--- src/rtl/rc_pkg.sv ---
package rc_pkg;

   // Two-wire check code: complementary means healthy.
   typedef struct packed {
      logic hi;
      logic lo;
   } rail_t;

   localparam rail_t RAIL_IDLE = '{hi: 1'b1, lo: 1'b0};

   // Two-rail checker cell: two complementary inputs give a complementary
   // output; any non-complementary input forces a non-complementary output.
   function automatic rail_t rail_merge(input rail_t x, input rail_t y);
      rail_t z;
      z.hi = (x.hi & y.hi) | (x.lo & y.lo);
      z.lo = (x.hi & y.lo) | (x.lo & y.hi);
      return z;
   endfunction

endpackage

--- src/rtl/rc_eac_add.sv ---
module rc_eac_add #(
   parameter int C = 4
) (
   input  logic [C-1:0] a,
   input  logic [C-1:0] b,
   output logic [C-1:0] s
);
   logic [C:0] raw;

   // Carry out of the top slice re-enters at weight 1 (2^C == 1 mod 2^C-1).
   always_comb begin
      raw = {1'b0, a} + {1'b0, b};
      s   = raw[C-1:0] + {{(C-1){1'b0}}, raw[C]};
   end
endmodule

--- src/rtl/rc_residue.sv ---
module rc_residue #(
   parameter int W         = 17,
   parameter int C         = 4,
   parameter bit FOLD_TREE = 1'b1
) (
   input  logic [W-1:0] x,
   output logic [C-1:0] r
);
   localparam int S  = (W + C - 1) / C;
   localparam int SW = S * C;
   localparam int LV = (S > 1) ? $clog2(S) : 1;
   localparam int P2 = 1 << LV;

   logic [SW-1:0]         padded;
   logic [S-1:0][C-1:0]   slice;

   always_comb begin
      padded        = '0;
      padded[W-1:0] = x;
   end

   for (genvar i = 0; i < S; i++) begin : g_slice
      assign slice[i] = padded[i*C +: C];
   end

   if (FOLD_TREE) begin : g_tree
      // Balanced fold: depth log2(slices) end-around adders.
      logic [2*P2-2:0][C-1:0] node;
      for (genvar i = 0; i < P2; i++) begin : g_leaf
         if (i < S) begin : g_used
            assign node[P2-1+i] = slice[i];
         end else begin : g_pad
            assign node[P2-1+i] = '0;
         end
      end
      for (genvar j = 0; j < P2-1; j++) begin : g_node
         rc_eac_add #(.C(C)) u_add (
            .a(node[2*j+1]),
            .b(node[2*j+2]),
            .s(node[j])
         );
      end
      assign r = node[0];
   end else begin : g_chain
      // Linear fold: fewer adders wired in a ripple of slice count.
      logic [S-1:0][C-1:0] acc;
      assign acc[0] = slice[0];
      for (genvar i = 1; i < S; i++) begin : g_step
         rc_eac_add #(.C(C)) u_add (
            .a(acc[i-1]),
            .b(slice[i]),
            .s(acc[i])
         );
      end
      assign r = acc[S-1];
   end
endmodule

--- src/rtl/rc_modmul.sv ---
module rc_modmul #(
   parameter int N = 16
) (
   input  logic [N:0]   a,
   input  logic [N:0]   b,
   output logic [N:0]   hi,
   output logic [N-1:0] lo,
   output logic         wrap,
   output logic [N:0]   prod
);
   localparam int PW = 2*N + 1;
   localparam logic [N+1:0] MODV = (N+2)'((64'd1 << N) + 64'd1);

   logic [PW-1:0] full;
   logic [N+1:0]  ext;

   // a*b = hi*2^N + lo, and 2^N == -1, so result = lo - hi (+ modulus on wrap).
   always_comb begin
      full = PW'(a) * PW'(b);
      lo   = full[N-1:0];
      hi   = full[2*N:N];
      wrap = ({1'b0, lo} < hi);
      ext  = {2'b00, lo} - {1'b0, hi} + (wrap ? MODV : '0);
      prod = ext[N:0];
   end
endmodule

--- src/rtl/rc_rail_tree.sv ---
module rc_rail_tree #(
   parameter int PAIRS = 8
) (
   input  rc_pkg::rail_t [PAIRS-1:0] pairs,
   output rc_pkg::rail_t             z
);
   import rc_pkg::*;

   localparam int LV = (PAIRS > 1) ? $clog2(PAIRS) : 1;
   localparam int P2 = 1 << LV;

   rail_t [2*P2-2:0] node;

   for (genvar i = 0; i < P2; i++) begin : g_leaf
      if (i < PAIRS) begin : g_used
         assign node[P2-1+i] = pairs[i];
      end else begin : g_pad
         assign node[P2-1+i] = RAIL_IDLE;
      end
   end

   for (genvar j = 0; j < P2-1; j++) begin : g_cell
      assign node[j] = rail_merge(node[2*j+1], node[2*j+2]);
   end

   assign z = node[0];
endmodule

--- src/rtl/rc_selfcheck_mul.sv ---
module rc_selfcheck_mul #(
   parameter int N         = 16,
   parameter int C         = 4,
   parameter bit FOLD_TREE = 1'b1
) (
   input  logic       clk,
   input  logic       rst_n,
   input  logic [N:0] op_a,
   input  logic [N:0] op_b,
   input  logic [N:0] flip_mask,
   output logic [N:0] prod,
   output logic       chk_hi,
   output logic       chk_lo
);
   import rc_pkg::*;

   localparam int OW    = N + 1;
   localparam int PAIRS = 2 * C;

   if (C < 3) begin : g_bad_c
      $error("check width C must be at least 3");
   end
   if (N % C != 0) begin : g_bad_n
      $error("N must be a multiple of C so that 2^N == 1 mod 2^C-1");
   end
   if (N > 31) begin : g_bad_w
      $error("N above 31 is not supported");
   end

   // Stage 1: operand and mask capture
   logic [N:0] a_q, b_q, m_q;

   always_ff @(posedge clk or negedge rst_n) begin
      if (!rst_n) begin
         a_q <= '0;
         b_q <= '0;
         m_q <= '0;
      end else begin
         a_q <= op_a;
         b_q <= op_b;
         m_q <= flip_mask;
      end
   end

   // Unchecked arithmetic path
   logic [N:0]   hi_w, p_w, p_obs;
   logic [N-1:0] lo_w;
   logic         wrap_w;

   rc_modmul #(.N(N)) u_mul (
      .a   (a_q),
      .b   (b_q),
      .hi  (hi_w),
      .lo  (lo_w),
      .wrap(wrap_w),
      .prod(p_w)
   );

   assign p_obs = p_w ^ m_q;

   // Residue generators
   logic [C-1:0] r_a, r_b, r_h, r_l, r_p, r_ab;
   logic [2*C-1:0] ab_raw;

   rc_residue #(.W(OW), .C(C), .FOLD_TREE(FOLD_TREE)) u_res_a (.x(a_q),   .r(r_a));
   rc_residue #(.W(OW), .C(C), .FOLD_TREE(FOLD_TREE)) u_res_b (.x(b_q),   .r(r_b));
   rc_residue #(.W(OW), .C(C), .FOLD_TREE(FOLD_TREE)) u_res_h (.x(hi_w),  .r(r_h));
   rc_residue #(.W(N),  .C(C), .FOLD_TREE(FOLD_TREE)) u_res_l (.x(lo_w),  .r(r_l));
   rc_residue #(.W(OW), .C(C), .FOLD_TREE(FOLD_TREE)) u_res_p (.x(p_obs), .r(r_p));

   assign ab_raw = (2*C)'(r_a) * (2*C)'(r_b);
   rc_residue #(.W(2*C), .C(C), .FOLD_TREE(FOLD_TREE)) u_res_ab (.x(ab_raw), .r(r_ab));

   // Comparison 1 operand: residue of hi + lo
   logic [C-1:0] sum_hl;
   rc_eac_add #(.C(C)) u_sum_hl (.a(r_h), .b(r_l), .s(sum_hl));

   // Comparison 2 operand: lo - hi + 2*wrap (one's complement negates mod 2^C-1)
   logic [C-1:0] dif_lh, wrap2, pred_p;
   assign wrap2 = {{(C-2){1'b0}}, wrap_w, 1'b0};
   rc_eac_add #(.C(C)) u_dif (.a(r_l),    .b(~r_h),  .s(dif_lh));
   rc_eac_add #(.C(C)) u_cor (.a(dif_lh), .b(wrap2), .s(pred_p));

   // All-ones is the second encoding of zero
   function automatic logic [C-1:0] canon(input logic [C-1:0] v);
      return (&v) ? '0 : v;
   endfunction

   logic [C-1:0] n_ab, n_hl, n_p, n_pred;
   assign n_ab   = canon(r_ab);
   assign n_hl   = canon(sum_hl);
   assign n_p    = canon(r_p);
   assign n_pred = canon(pred_p);

   // Dual-rail compare: one copy inverted, pairs complementary when equal
   rail_t [PAIRS-1:0] pairs;
   for (genvar i = 0; i < C; i++) begin : g_pair
      assign pairs[i]     = '{hi: n_ab[i], lo: ~n_hl[i]};
      assign pairs[C + i] = '{hi: n_p[i],  lo: ~n_pred[i]};
   end

   rail_t z_w;
   rc_rail_tree #(.PAIRS(PAIRS)) u_tree (.pairs(pairs), .z(z_w));

   // Stage 2: product and check code leave together
   rail_t rail_q;

   always_ff @(posedge clk or negedge rst_n) begin
      if (!rst_n) begin
         prod   <= '0;
         rail_q <= RAIL_IDLE;
      end else begin
         prod   <= p_obs;
         rail_q <= z_w;
      end
   end

   assign chk_hi = rail_q.hi;
   assign chk_lo = rail_q.lo;
endmodule

--- config.mk ---
export PLATFORM = sky130hd
export DESIGN_NAME = rc_selfcheck_mul
export DESIGN_NICKNAME = d
export VERILOG_FILES = /design/src/rtl/rc_pkg.sv /design/src/rtl/rc_eac_add.sv /design/src/rtl/rc_residue.sv /design/src/rtl/rc_modmul.sv /design/src/rtl/rc_rail_tree.sv /design/src/rtl/rc_selfcheck_mul.sv
export SDC_FILE = /design/constraint.sdc
export NUM_CORES = 1
export LEC_CHECK = 0
export ABC_CLOCK_PERIOD_IN_PS = 12500
export BUFFER_PORTS_ARGS = -buffer_cell sky130_fd_sc_hd__buf_2
export CORE_ASPECT_RATIO = 1.25
export CORE_MARGIN = 2
export CORE_UTILIZATION = 47
export CTS_CLUSTER_DIAMETER = 40
export CTS_CLUSTER_SIZE = 10
export DETAILED_ROUTE_END_ITERATION = 10
export GPL_TIMING_DRIVEN = 0
export PLACE_DENSITY = 0.65
export SKIP_LAST_GASP = 1
export SYNTH_ARGS = -nofsm -noshare
export SYNTH_HDL_FRONTEND = slang
export SYNTH_SLANG_ARGS = --single-unit
export TNS_END_PERCENT = 50
--- constraint.sdc ---
create_clock -name clk -period 12.5 [get_ports clk]
set_input_delay 2.5 -clock clk [delete_from_list [all_inputs] [get_ports clk]]
set_output_delay 2.5 -clock clk [all_outputs]
set_load 0.005 [all_outputs]
# Yosys cells after proc, flatten, opt, wreduce, memory -nomap -nowiden
# Cells that the tools add are included.
classes:
  n_addsub: 48
  mul: 2
  order_cmp: 1
  mux: 5
  bitwise: 52
  reduce_logical: 4
ops:
  columns: ["op", "count"]
  rows:
  - ["$add 4x1->4", 23]
  - ["$add 4x4->5", 18]
  - ["$mul 17x17->33", 1]
  - ["$and 1x1->1", 28]
  - ["$add 4x1->5", 4]
  - ["$add 17x17->17", 1]
  - ["$lt 16x17->1", 1]
  - ["$mux 17", 1]
  - ["$sub 16x17->17", 1]
  - ["$xor 17x17->17", 1]
  - ["$mux 4", 4]
  - ["$reduce_and 4->1", 4]
  - ["$or 1x1->1", 14]
  - ["$mul 4x4->8", 1]
  - ["$not 1->1", 8]
  - ["$add 4x2->5", 1]
  - ["$not 4->4", 1]
word_totals:
  reg_bits: 70
  inputBits: 53
  out_inout_bits: 19

# Logic depth before layout (Yosys ltp)
# Gate-level depths: netlist of the first run.
logic_depth:
  word_depth: 21
  depth_mapped: 71
  depth_no_buf: 69

# Cells and area by module
# A second synthesis of the first run with hierarchy kept.
unflattened:
  cells_unflattened: 2376
  hier_area_um2: 21325.5
modules_own_cells:
  columns: ["mod", "n_inst", "cells_each", "area_per_inst_um2", "seq_area_each_um2"]
  rows:
  - ["rc_modmul", 1, 1240, 10630.2, 0.0]
  - ["rc_eac_add", 35, 27, 230.2, 0.0]
  - ["rc_selfcheck_mul", 1, 173, 2514.9, 1752.9]
  - ["rc_rail_tree", 1, 14, 107.6, 0.0]
  - ["rc_residue (u_res_a ...)", 4, 1, 3.8, 0.0]

# Worst setup path before layout of the first run
# Ideal clock, no wire load.
synth_path:
  path_type: "reg2reg"
  startpoint: "register b_q[10]"
  endpoint: "register rail_q (netlist bit chk_lo)"
  arrival_ps: 13566
  required_time_ps: 12379
  setup_slack_ps: -1187
  stages_incl_launch_ff: 66
  synth_period_minus_slack_ps: 13687
  cell_sequence: "dfrtp_1 > clkbuf_1 > clkbuf_1 > nand2_1 > fa_1 > inv_1 > fa_1 > inv_1 > fa_1 > inv_1 > fa_1 > fa_1 > inv_1 > fa_1 > inv_1 > ha_1 > nand2_1 > o221ai_1 > (+30 left out) > nand2b_1 > ha_1 > ha_1 > fa_1 > a21o_1 > a21o_1 > ha_1 > ha_1 > ha_1 > and3_1 > ha_1 > ha_1 > xor2_1 > xnor2_1 > nand2_1 > a311oi_1 > o22ai_1 > a22o_1"
synth_lines:
  columns: ["element", "line", "rtl"]
  rows:
  - ["start, declared", "rc_selfcheck_mul.sv:31", "logic [N:0] a_q, b_q, m_q;"]
  - ["start signal, assigned", "rc_selfcheck_mul.sv:40", "b_q <= op_b;"]
  - ["end signal, assigned", "rc_selfcheck_mul.sv:114", "rail_q <= z_w;"]
  - ["end, declared", "rc_selfcheck_mul.sv:106", "rail_t rail_q;"]

==> impl_metrics.py, run 1 <==
metrics = {
    "global_routing": {
        "grt_util_met1": 0.304,
        "largest_net_degree_at_the_start_of_global_routing": 47,
        "grtUsageMet3": 0.0361,
        "globalRouteOverflowTotal": 0,
        "grt.busiest_layer": "met2",
        "number_of_global_route_vias_before_repair": 13900,
        "grt_antenna_before_repair": 0,
        "groute.usage.overall": 0.253,
        "global_route.usage.met2": 0.444,
        "grt_pass1_wl_um": 73500,
    },
    "sta": {
        "fin_hold_ws_ns": 0.477,
        "final_period_minus_worst_setup_slack_ns": 14.09,
        "report.final.setup_viol": 2,
        "final-max-slew-violation-count": 0,
        "maxClockFrequency_mhz": 71.0,
        "timing.clock.skew_ns": 0.00789,
        "timing.slew.headroom": 0.483,
        "grt_setup_unrepaired": "yes",
        "final-hold-violation-count": 0,
        "fin_ws_ns": -1.59,
        "final.period_utilization": 1.13,
        "timing_worst_slew_pin_value_ns": 0.769,
    },
    "critical_path": {
        "timing.critical_path.fanout_max": 10,
        "cpMaxStageDelayCell": "sky130_fd_sc_hd__fa_1",
        "worst_path_dominant_cell_family": "adder cells",
        "worst_ep_arrival_time_ns": 14.36,
        "critical-path-max-stage-delay_ns": 0.56,
        "crit_type": "reg2reg",
        "crit_buf_inv": 8,
        "cpMostUsedCell": "sky130_fd_sc_hd__fa_1",
        "critical_path.startpoint_type": "flop",
        "worstSetupEndpointType": "flop",
        "worst-endpoint-required_ns": 12.77,
    },
    "run_status": {
        "run_status": "finished, violations left",
        "failed_checks": "negative setup slack",
    },
    "floorplan": {
        "num_rows": 77,
        "die_h_um": 216,
        "dieArea_um2": 37600,
        "num_io_pins": 72,
        "die_width_um": 174,
        "core_region_area_um2": 35500,
        "floorplan.initialDensity": 0.478,
    },
    "logic_synthesis": {
        "synth_enable_flop_cells": 0,
        "synth.net_count": 2406,
        "ys_async_sr_fraction": 1.00,
        "avgSynthCellArea_um2": 9.30,
        "synth-seq-cells": 70,
        "yosysWarningCount": 0,
        "syn-cell-area_um2": 17000,
        "synth_top_area_frac": 0.299,
        "yosysTopAreaCell": "sky130_fd_sc_hd__fa_1",
        "synth_cell_type_count": 63,
        "synth.top_cells.by_count": "sky130_fd_sc_hd__inv_1, sky130_fd_sc_hd__ha_1, sky130_fd_sc_hd__fa_1",
        "ys.flop_type": "sky130_fd_sc_hd__dfrtp_1",
        "seq_area_frac_synth": 0.103,
        "synth.most_common_cell": "sky130_fd_sc_hd__inv_1",
        "netlist_instances": 1824,
        "synth.area.top_cells": "sky130_fd_sc_hd__fa_1, sky130_fd_sc_hd__ha_1, sky130_fd_sc_hd__dfrtp_1",
    },
    "cts": {
        "cts_max_path_buffers": 2,
        "cts.reportedPaths.clkPinSlew_ns": 0.07,
        "cts_buffers": 9,
        "clkSinkCount": 70,
        "cts_hold_buf": 0,
        "clk_latency_ns": 0.38,
        "clockRootBuffer": "sky130_fd_sc_hd__clkbuf_16",
        "htree_num_levels": 3,
        "tritoncts_clock_tree": "done",
    },
    "detailed_routing": {
        "drt-pass1-iter-count": 7,
        "drcViolationCount": 0,
        "initialDrtViolationCount": 504,
        "drt-wirelength-per-cell_um": 18.2,
        "via_per_inst": 5.26,
        "final_antenna_net_count": 0,
        "dr_total_vias": 12900,
        "routed_wirelength_um": 44600,
    },
    "min_path": {
        "hp-class": "reg2reg",
    },
    "place": {
        "buffers_on_ports": 71,
        "gp_routability_congestion": 0.922,
        "hpwl_reported_at_the_end_of_detailed_placement_um": 36000,
    },
    "final_layout": {
        "post_route_cells_drive_above_1_share": 0.166,
        "antennaDiodeCount": 0,
        "n_fill_cell": 3190,
        "area_growth_pct": 15.8,
        "post-route-util": 0.554,
        "nNetsFinal": 2548,
    },
    "flow_run": {
        "drv.max_cap_violation_count": 0,
    },
}
==> path summary, 6_finish.rpt <==
path	slack (ns)	depth (start not counted)	start	endpoint
hold / removal	0.48	1	m_q[0]	prod[0]
min in group asynchronous	2.03	1	rst_n	prod[14]
setup reg to reg	-1.59	66	a_q[16]	chk_lo
max in group asynchronous	9.86	2	rst_n	chk_hi
hold reg to reg	0.48	1	m_q[0]	prod[0]
setup / recovery	-1.59	66	a_q[16]	chk_lo
==> cells in the final DEF, fill, tap and decap left out, types with 55 or more instances in the layout <==
cell type / n
sky130_fd_sc_hd__inv_1: 350
sky130_fd_sc_hd__ha_1: 252
sky130_fd_sc_hd__fa_1: 247
sky130_fd_sc_hd__nand2_1: 195
sky130_fd_sc_hd__and2_1: 122
sky130_fd_sc_hd__xnor2_1: 94
sky130_fd_sc_hd__buf_2: 70
sky130_fd_sc_hd__a21o_1: 62
sky130_fd_sc_hd__a21oi_1: 59
sky130_fd_sc_hd__buf_4: 55
==> through the flow <==
stage,instance area (um2),setup TNS (ns),cells,setup WS [ns]
final,19600,-3.16,2445,-1.59
after global routing,19600,-4.55,2445,-2.29
after CTS,19600,-3.09,2444,-1.56
after detailed placement,18500,-6.12,2370,-3.08
after global placement,18500,-5.80,2369,-2.92
after floorplan,17500,-0.600,1824,-0.320
==> cell type report <==
class / count / area (um2) / share of cell area
multi-input cells: 1359 / 14400 / 0.731
flip-flops and latches: 70 / 1790 / 0.0912
inverters: 357 / 1340 / 0.0682
repair buffers: 131 / 865 / 0.0440
well taps: 474 / 593 / 0.0302
plain buffers: 38 / 412 / 0.0210
clock buffers: 9 / 225 / 0.0115
clock inverters: 7 / 61.3 / 0.00312
==> registers in the layout, indices dropped and copies added, names as in the netlist <==
register and cells:
chk_lo 1, b_q 17, m_q 17, chk_hi 1
a_q 17, prod 17
==> metal layers <==
layer  share of wire  vias to the layer above  routed length (um)
met3           0.050                      125                2230
met4           0.056                        0                2490
met5               0                        -                   0
li1                -                     5999                   -
met2            0.50                      378               22300
met1            0.39                     6361               17500
==> cell families (layout without fill, tap and decap cells) <==
| kind of cell | count (synthesis) | count (layout) | share of synthesized area |
|---|---|---|---|
| buf+inv | 395 | 542 | 0.0879 |
| flops | 70 | 70 | 0.103 |
| mux | 6 | 6 | 0.00354 |
| fa+ha+maj | 529 | 529 | 0.502 |
| simple gates | 455 | 455 | 0.132 |
| xor+xnor | 158 | 158 | 0.0859 |
| compound gates | 211 | 211 | 0.0848 |
==> repair_timing <==
item / in CTS / in global routing
pin swaps: 59 / 2
setup buffers: 58 / 1
gates resized for setup: 87 / 5
setup endpoints to repair: 2 / 2
Power of run 1 is left out: the tool's default activity adds up to more than one toggle a clock period on the data nets, which glitch-free logic cannot reach.
==> inputs of run 2 (changes only) <==
--- a/config.mk
+++ b/config.mk
@@ -6,15 +6,17 @@
 export NUM_CORES = 1
 export LEC_CHECK = 0
 export ABC_CLOCK_PERIOD_IN_PS = 12500
-export BUFFER_PORTS_ARGS = -buffer_cell sky130_fd_sc_hd__buf_2
+export BUFFER_PORTS_ARGS = -buffer_cell sky130_fd_sc_hd__clkbuf_2
+export CELL_PAD_IN_SITES_DETAIL_PLACEMENT = 0
+export CELL_PAD_IN_SITES_GLOBAL_PLACEMENT = 1
 export CORE_ASPECT_RATIO = 1.25
 export CORE_MARGIN = 2
-export CORE_UTILIZATION = 47
+export CORE_UTILIZATION = 46
 export CTS_CLUSTER_DIAMETER = 40
 export CTS_CLUSTER_SIZE = 10
 export DETAILED_ROUTE_END_ITERATION = 10
 export GPL_TIMING_DRIVEN = 0
-export PLACE_DENSITY = 0.65
+export PLACE_DENSITY = 0.79
 export SKIP_LAST_GASP = 1
 export SYNTH_ARGS = -nofsm -noshare
 export SYNTH_HDL_FRONTEND = slang
==> impl_metrics.py, run 2 (synthesized netlist as in run 1, its figures left out) <==
metrics = {
    "floorplan": {
        "die_h_um": 219,
        "die_width_um": 176,
        "num_rows": 78,
        "core_region_area_um2": 36300,
        "dieArea_um2": 38400,
        "num_io_pins": 72,
        "floorplan.initialDensity": 0.467,
    },
    "cts": {
        "clk_latency_ns": 0.40,
        "htree_num_levels": 3,
        "tritoncts_clock_tree": "done",
        "cts_hold_buf": 0,
        "cts.reportedPaths.clkPinSlew_ns": 0.07,
        "clockRootBuffer": "sky130_fd_sc_hd__clkbuf_16",
        "clkSinkCount": 70,
        "cts_buffers": 9,
        "cts_max_path_buffers": 2,
    },
    "critical_path": {
        "timing.critical_path.fanout_max": 5,
        "cpMaxStageDelayCell": "sky130_fd_sc_hd__fa_1",
        "r2r_slack_ns": -1.58,
        "critical_path.startpoint_type": "flop",
        "worstSetupEndpointType": "flop",
        "worst-endpoint-required_ns": 12.78,
        "critical-path-max-stage-delay_ns": 0.60,
        "cpMostUsedCell": "sky130_fd_sc_hd__inv_2",
        "worst_ep_arrival_time_ns": 14.37,
        "crit_type": "reg2reg",
    },
    "detailed_routing": {
        "dr_total_vias": 12800,
        "drt-pass1-iter-count": 5,
        "drcViolationCount": 0,
        "drt-wirelength-per-cell_um": 18.1,
        "final_antenna_net_count": 0,
        "routed_wirelength_um": 45000,
        "via_per_inst": 5.15,
        "initialDrtViolationCount": 547,
    },
    "place": {
        "hpwl_reported_at_the_end_of_detailed_placement_um": 36200,
        "buffers_on_ports": 71,
        "gp_routability_congestion": 0.929,
    },
    "sta": {
        "grt_setup_unrepaired": "yes",
        "final.period_utilization": 1.13,
        "final-max-slew-violation-count": 0,
        "fin_hold_ws_ns": 0.463,
        "report.final.setup_viol": 2,
        "timing.clock.skew_ns": 0.0209,
        "final_period_minus_worst_setup_slack_ns": 14.08,
        "timing_worst_slew_pin_value_ns": 0.844,
        "timing.slew.headroom": 0.433,
        "final-hold-violation-count": 0,
        "fin_ws_ns": -1.58,
        "maxClockFrequency_mhz": 71.0,
    },
    "global_routing": {
        "groute.usage.overall": 0.254,
        "grtUsageMet3": 0.0411,
        "grt_antenna_before_repair": 1,
        "grt.busiest_layer": "met2",
        "global_route.usage.met2": 0.445,
        "globalRouteOverflowTotal": 0,
        "number_of_global_route_vias_before_repair": 14200,
        "largest_net_degree_at_the_start_of_global_routing": 42,
        "grt_util_met1": 0.301,
        "grt_pass1_wl_um": 74800,
    },
    "final_layout": {
        "antennaDiodeCount": 0,
        "n_fill_cell": 3315,
        "most-common-layout-cells": "sky130_fd_sc_hd__inv_1, sky130_fd_sc_hd__ha_1, sky130_fd_sc_hd__fa_1",
        "layout_commonest_cell": "sky130_fd_sc_hd__inv_1",
        "post_route_cells_drive_above_1_share": 0.200,
        "area_growth_pct": 18.9,
        "nNetsFinal": 2578,
    },
    "min_path": {
        "hp-class": "reg2reg",
    },
    "run_status": {
        "failed_checks": "negative setup slack",
        "run_status": "finished, violations left",
    },
    "flow_run": {
        "drv.max_cap_violation_count": 0,
    },
}
-- run 2: changes by cell type in the layout (fill, tap and decap cells not counted), moves of 5 or more --
cell                       before  now
sky130_fd_sc_hd__and2_1       122  117
sky130_fd_sc_hd__and2_4         9   14
sky130_fd_sc_hd__buf_12         2    7
sky130_fd_sc_hd__buf_2         70    0
sky130_fd_sc_hd__buf_4         55   78
sky130_fd_sc_hd__buf_6          5   11
sky130_fd_sc_hd__buf_8          0    5
sky130_fd_sc_hd__clkbuf_2       2   70
sky130_fd_sc_hd__clkbuf_8      21   15
sky130_fd_sc_hd__fa_1         247  242
sky130_fd_sc_hd__fa_2           6   11
sky130_fd_sc_hd__inv_1        350  337
sky130_fd_sc_hd__inv_2          7   20
-- run 2: worst paths after layout --
| check | startpoint | to | cells past startpoint |
|---|---|---|---|
| min reg2reg | m_q[0] | prod[0] | 1 |
| max in group asynchronous | rst_n | chk_hi | 2 |
| min | m_q[0] | prod[0] | 1 |
| min in group asynchronous | rst_n | b_q[14] | 1 |
| max | b_q[6] | chk_lo | 68 |
| max reg2reg | b_q[6] | chk_lo | 68 |
-- run 2: cell type report --
cell class | instances | area [um2] | area share
inverters | 357 | 1340 | 0.0664
clock buffers | 9 | 225 | 0.0112
clock inverters | 7 | 78.8 | 0.00391
multi-input cells | 1359 | 14500 | 0.720
well taps | 480 | 601 | 0.0298
flip-flops and latches | 70 | 1790 | 0.0890
repair buffers | 162 | 1140 | 0.0566
plain buffers | 37 | 465 | 0.0231
-- run 2: layer usage --
metal	vias up	wire length [um]
met4	2	2510
met1	6320	17800
met2	290	22600
li1	6052	-
met5	-	11
met3	113	2050
-- run 2: worst max-delay path, delay by kind of cell (launching register included) --
kind | cells | cell delay (ns)
flops | 1 | 0.45
buf+inv | 10 | 0.66
simple gates | 19 | 2.74
compound gates | 15 | 3.04
xor+xnor | 6 | 1.07
fa+ha+maj | 18 | 5.97
-- run 2: timing repair --
| item | CTS | global route |
|---|---|---|
| gates cloned | 1 | 0 |
| buffers inserted | 62 | 28 |
| setup endpoints to repair | 2 | 2 |
| gates resized for setup | 103 | 65 |
| pin swaps | 63 | 98 |
-- run 2: per-stage QoR --
step           area [um2]  TNS [ns]   util  cells  setup slack, ns
2_1_floorplan       17500    -0.600      -   1824           -0.320
3_3_place_gp        18500     -6.12  0.509   2375            -3.08
3_5_place_dp        18500     -6.23  0.509   2376            -3.13
4_1_cts             19700     -3.09  0.543   2455            -1.55
5_1_grt             20200     -4.15  0.556   2481            -2.09
6_report            20200     -3.14  0.556   2481            -1.58
Power of run 2 is left out for the same reason.
==> inputs of run 3 (changes only) <==
--- a/config.mk
+++ b/config.mk
@@ -6,7 +6,7 @@
 export NUM_CORES = 1
 export LEC_CHECK = 0
 export ABC_CLOCK_PERIOD_IN_PS = 12500
-export BUFFER_PORTS_ARGS = -buffer_cell sky130_fd_sc_hd__clkbuf_2
+export BUFFER_PORTS_ARGS = -buffer_cell sky130_fd_sc_hd__buf_2
 export CELL_PAD_IN_SITES_DETAIL_PLACEMENT = 0
 export CELL_PAD_IN_SITES_GLOBAL_PLACEMENT = 1
 export CORE_ASPECT_RATIO = 1.25
==> impl_metrics.py, run 3 (synthesized netlist as in run 1, its figures left out) <==
metrics = {
    "flow_run": {
        "drv.max_cap_violation_count": 0,
    },
    "place": {
        "hpwl_reported_at_the_end_of_detailed_placement_um": 36400,
        "numPlacedInstances": 2376,
        "buffers_on_ports": 71,
        "gp_routability_congestion": 0.936,
    },
    "sta": {
        "final.period_utilization": 1.13,
        "timing_worst_slew_pin_value_ns": 0.828,
        "timing.clock.skew_ns": 0.0176,
        "fin_ws_ns": -1.60,
        "grt_setup_unrepaired": "yes",
        "final-max-slew-violation-count": 0,
        "timing.slew.headroom": 0.444,
        "final_period_minus_worst_setup_slack_ns": 14.10,
        "setup_total_negative_slack_ns": -3.17,
        "maxClockFrequency_mhz": 70.9,
        "report.final.setup_viol": 2,
        "final-hold-violation-count": 0,
    },
    "floorplan": {
        "dieArea_um2": 38400,
        "die_width_um": 176,
        "core_region_area_um2": 36300,
        "floorplan.initialDensity": 0.467,
        "num_rows": 78,
        "num_io_pins": 72,
        "die_h_um": 219,
    },
    "detailed_routing": {
        "drt-wirelength-per-cell_um": 18.1,
        "final_antenna_net_count": 0,
        "drcViolationCount": 0,
        "via_per_inst": 5.14,
        "routed_wirelength_um": 45000,
        "drt-pass1-iter-count": 6,
        "dr_total_vias": 12800,
        "initialDrtViolationCount": 504,
    },
    "global_routing": {
        "globalRouteOverflowTotal": 0,
        "groute.usage.overall": 0.252,
        "number_of_global_route_vias_before_repair": 13800,
        "grt_antenna_before_repair": 0,
        "grt_pass1_wl_um": 73500,
        "largest_net_degree_at_the_start_of_global_routing": 42,
    },
    "cts": {
        "clockRootBuffer": "sky130_fd_sc_hd__clkbuf_16",
        "cts.reportedPaths.clkPinSlew_ns": 0.06,
        "clk_latency_ns": 0.40,
        "htree_num_levels": 3,
        "clkSinkCount": 70,
        "cts_buffers": 9,
        "cts_max_path_buffers": 2,
        "tritoncts_clock_tree": "done",
    },
    "final_layout": {
        "n_fill_cell": 3329,
        "post_route_cells_drive_above_1_share": 0.195,
        "most-common-layout-cells": "sky130_fd_sc_hd__inv_1, sky130_fd_sc_hd__ha_1, sky130_fd_sc_hd__fa_1",
        "layout_commonest_cell": "sky130_fd_sc_hd__inv_1",
        "nNetsFinal": 2582,
        "non_filler_cells_in_the_finished_layout": 2486,
        "post-route-util": 0.553,
        "area_growth_pct": 18.4,
    },
    "critical_path": {
        "worstSetupEndpointType": "flop",
        "crit_type": "reg2reg",
        "worst-endpoint-required_ns": 12.78,
        "critical_path.startpoint_type": "flop",
        "cpMaxStageDelayCell": "sky130_fd_sc_hd__fa_1",
        "worst_ep_arrival_time_ns": 14.38,
        "critical-path-max-stage-delay_ns": 0.55,
        "timing.critical_path.fanout_max": 6,
        "cpMostUsedCell": "sky130_fd_sc_hd__ha_4",
    },
    "min_path": {
        "hp-class": "reg2reg",
    },
    "run_status": {
        "run_status": "finished, violations left",
        "failed_checks": "negative setup slack",
    },
}
-- run 3: changes by cell type in the layout (fill, tap and decap cells not counted), sizes merged --
cell	change
clkbuf	-75
clkinvlp	+2
diode	+1
bufinv	-1
inv	-1
buf	+79
-- run 3: worst paths after layout --
| kind | start | end | slack (ns) | cells past startpoint |
|---|---|---|---|---|
| setup / recovery | a_q[5] | chk_lo | -1.60 | 70 |
| hold / removal | m_q[0] | prod[0] | 0.48 | 1 |
| setup reg to reg | a_q[5] | chk_lo | -1.60 | 70 |
| hold reg to reg | m_q[0] | prod[0] | 0.48 | 1 |
| max in group asynchronous | rst_n | chk_hi | 9.83 | 2 |
| min in group asynchronous | rst_n | b_q[13] | 2.04 | 1 |
-- run 3: metal layers --
layer	track usage	part of all wire	vias up
li1	-	-	6065
met1	0.298	0.40	6311
met2	0.440	0.50	293
met3	0.0475	0.048	101
met4	0.120	0.053	0
met5	0	0	-
-- run 3: per-stage QoR --
stage	hold slack [ns]	setup WS, ns	cell area, um2
6_report	0.477	-1.60	20100
5_1_grt	0.501	-2.19	20100
4_1_cts	0.479	-1.69	19500
3_5_place_dp	0.471	-3.19	18500
3_3_place_gp	0.458	-3.10	18500
2_1_floorplan	0.437	-0.320	17500
-- run 3: final cells by class --
cell class              instances  area [um2]  share of cell area
clock inverters                 7        55.1             0.00274
inverters                     357        1340              0.0668
repair buffers                165        1160              0.0580
multi-input cells            1359       14400               0.719
diodes                          1        2.50            0.000125
clock buffers                   9         225              0.0112
plain buffers                  38         458              0.0228
flip-flops and latches         70        1790              0.0894
well taps                     480         601              0.0299
-- run 3: repair_timing --
| item | 4_1_cts | 5_1_grt |
|---|---|---|
| gates resized for setup | 74 | 79 |
| endpoints found under the setup margin | 2 | 2 |
| pin swaps | 50 | 84 |
| setup buffers | 49 | 44 |
| hold buffers | 0 | 0 |
-- run 3: critical path: cells and delay by family (launching register included) --
family | cells | cell delay [ns]
DFF | 1 | 0.45
adders and majority gates | 18 | 5.66
buffers and inverters | 11 | 0.83
xor gates and xnor gates | 6 | 1.15
AOI/OAI and AO/OA | 16 | 2.77
and+or+nand+nor | 19 | 3.10
Power of run 3 is left out for the same reason.
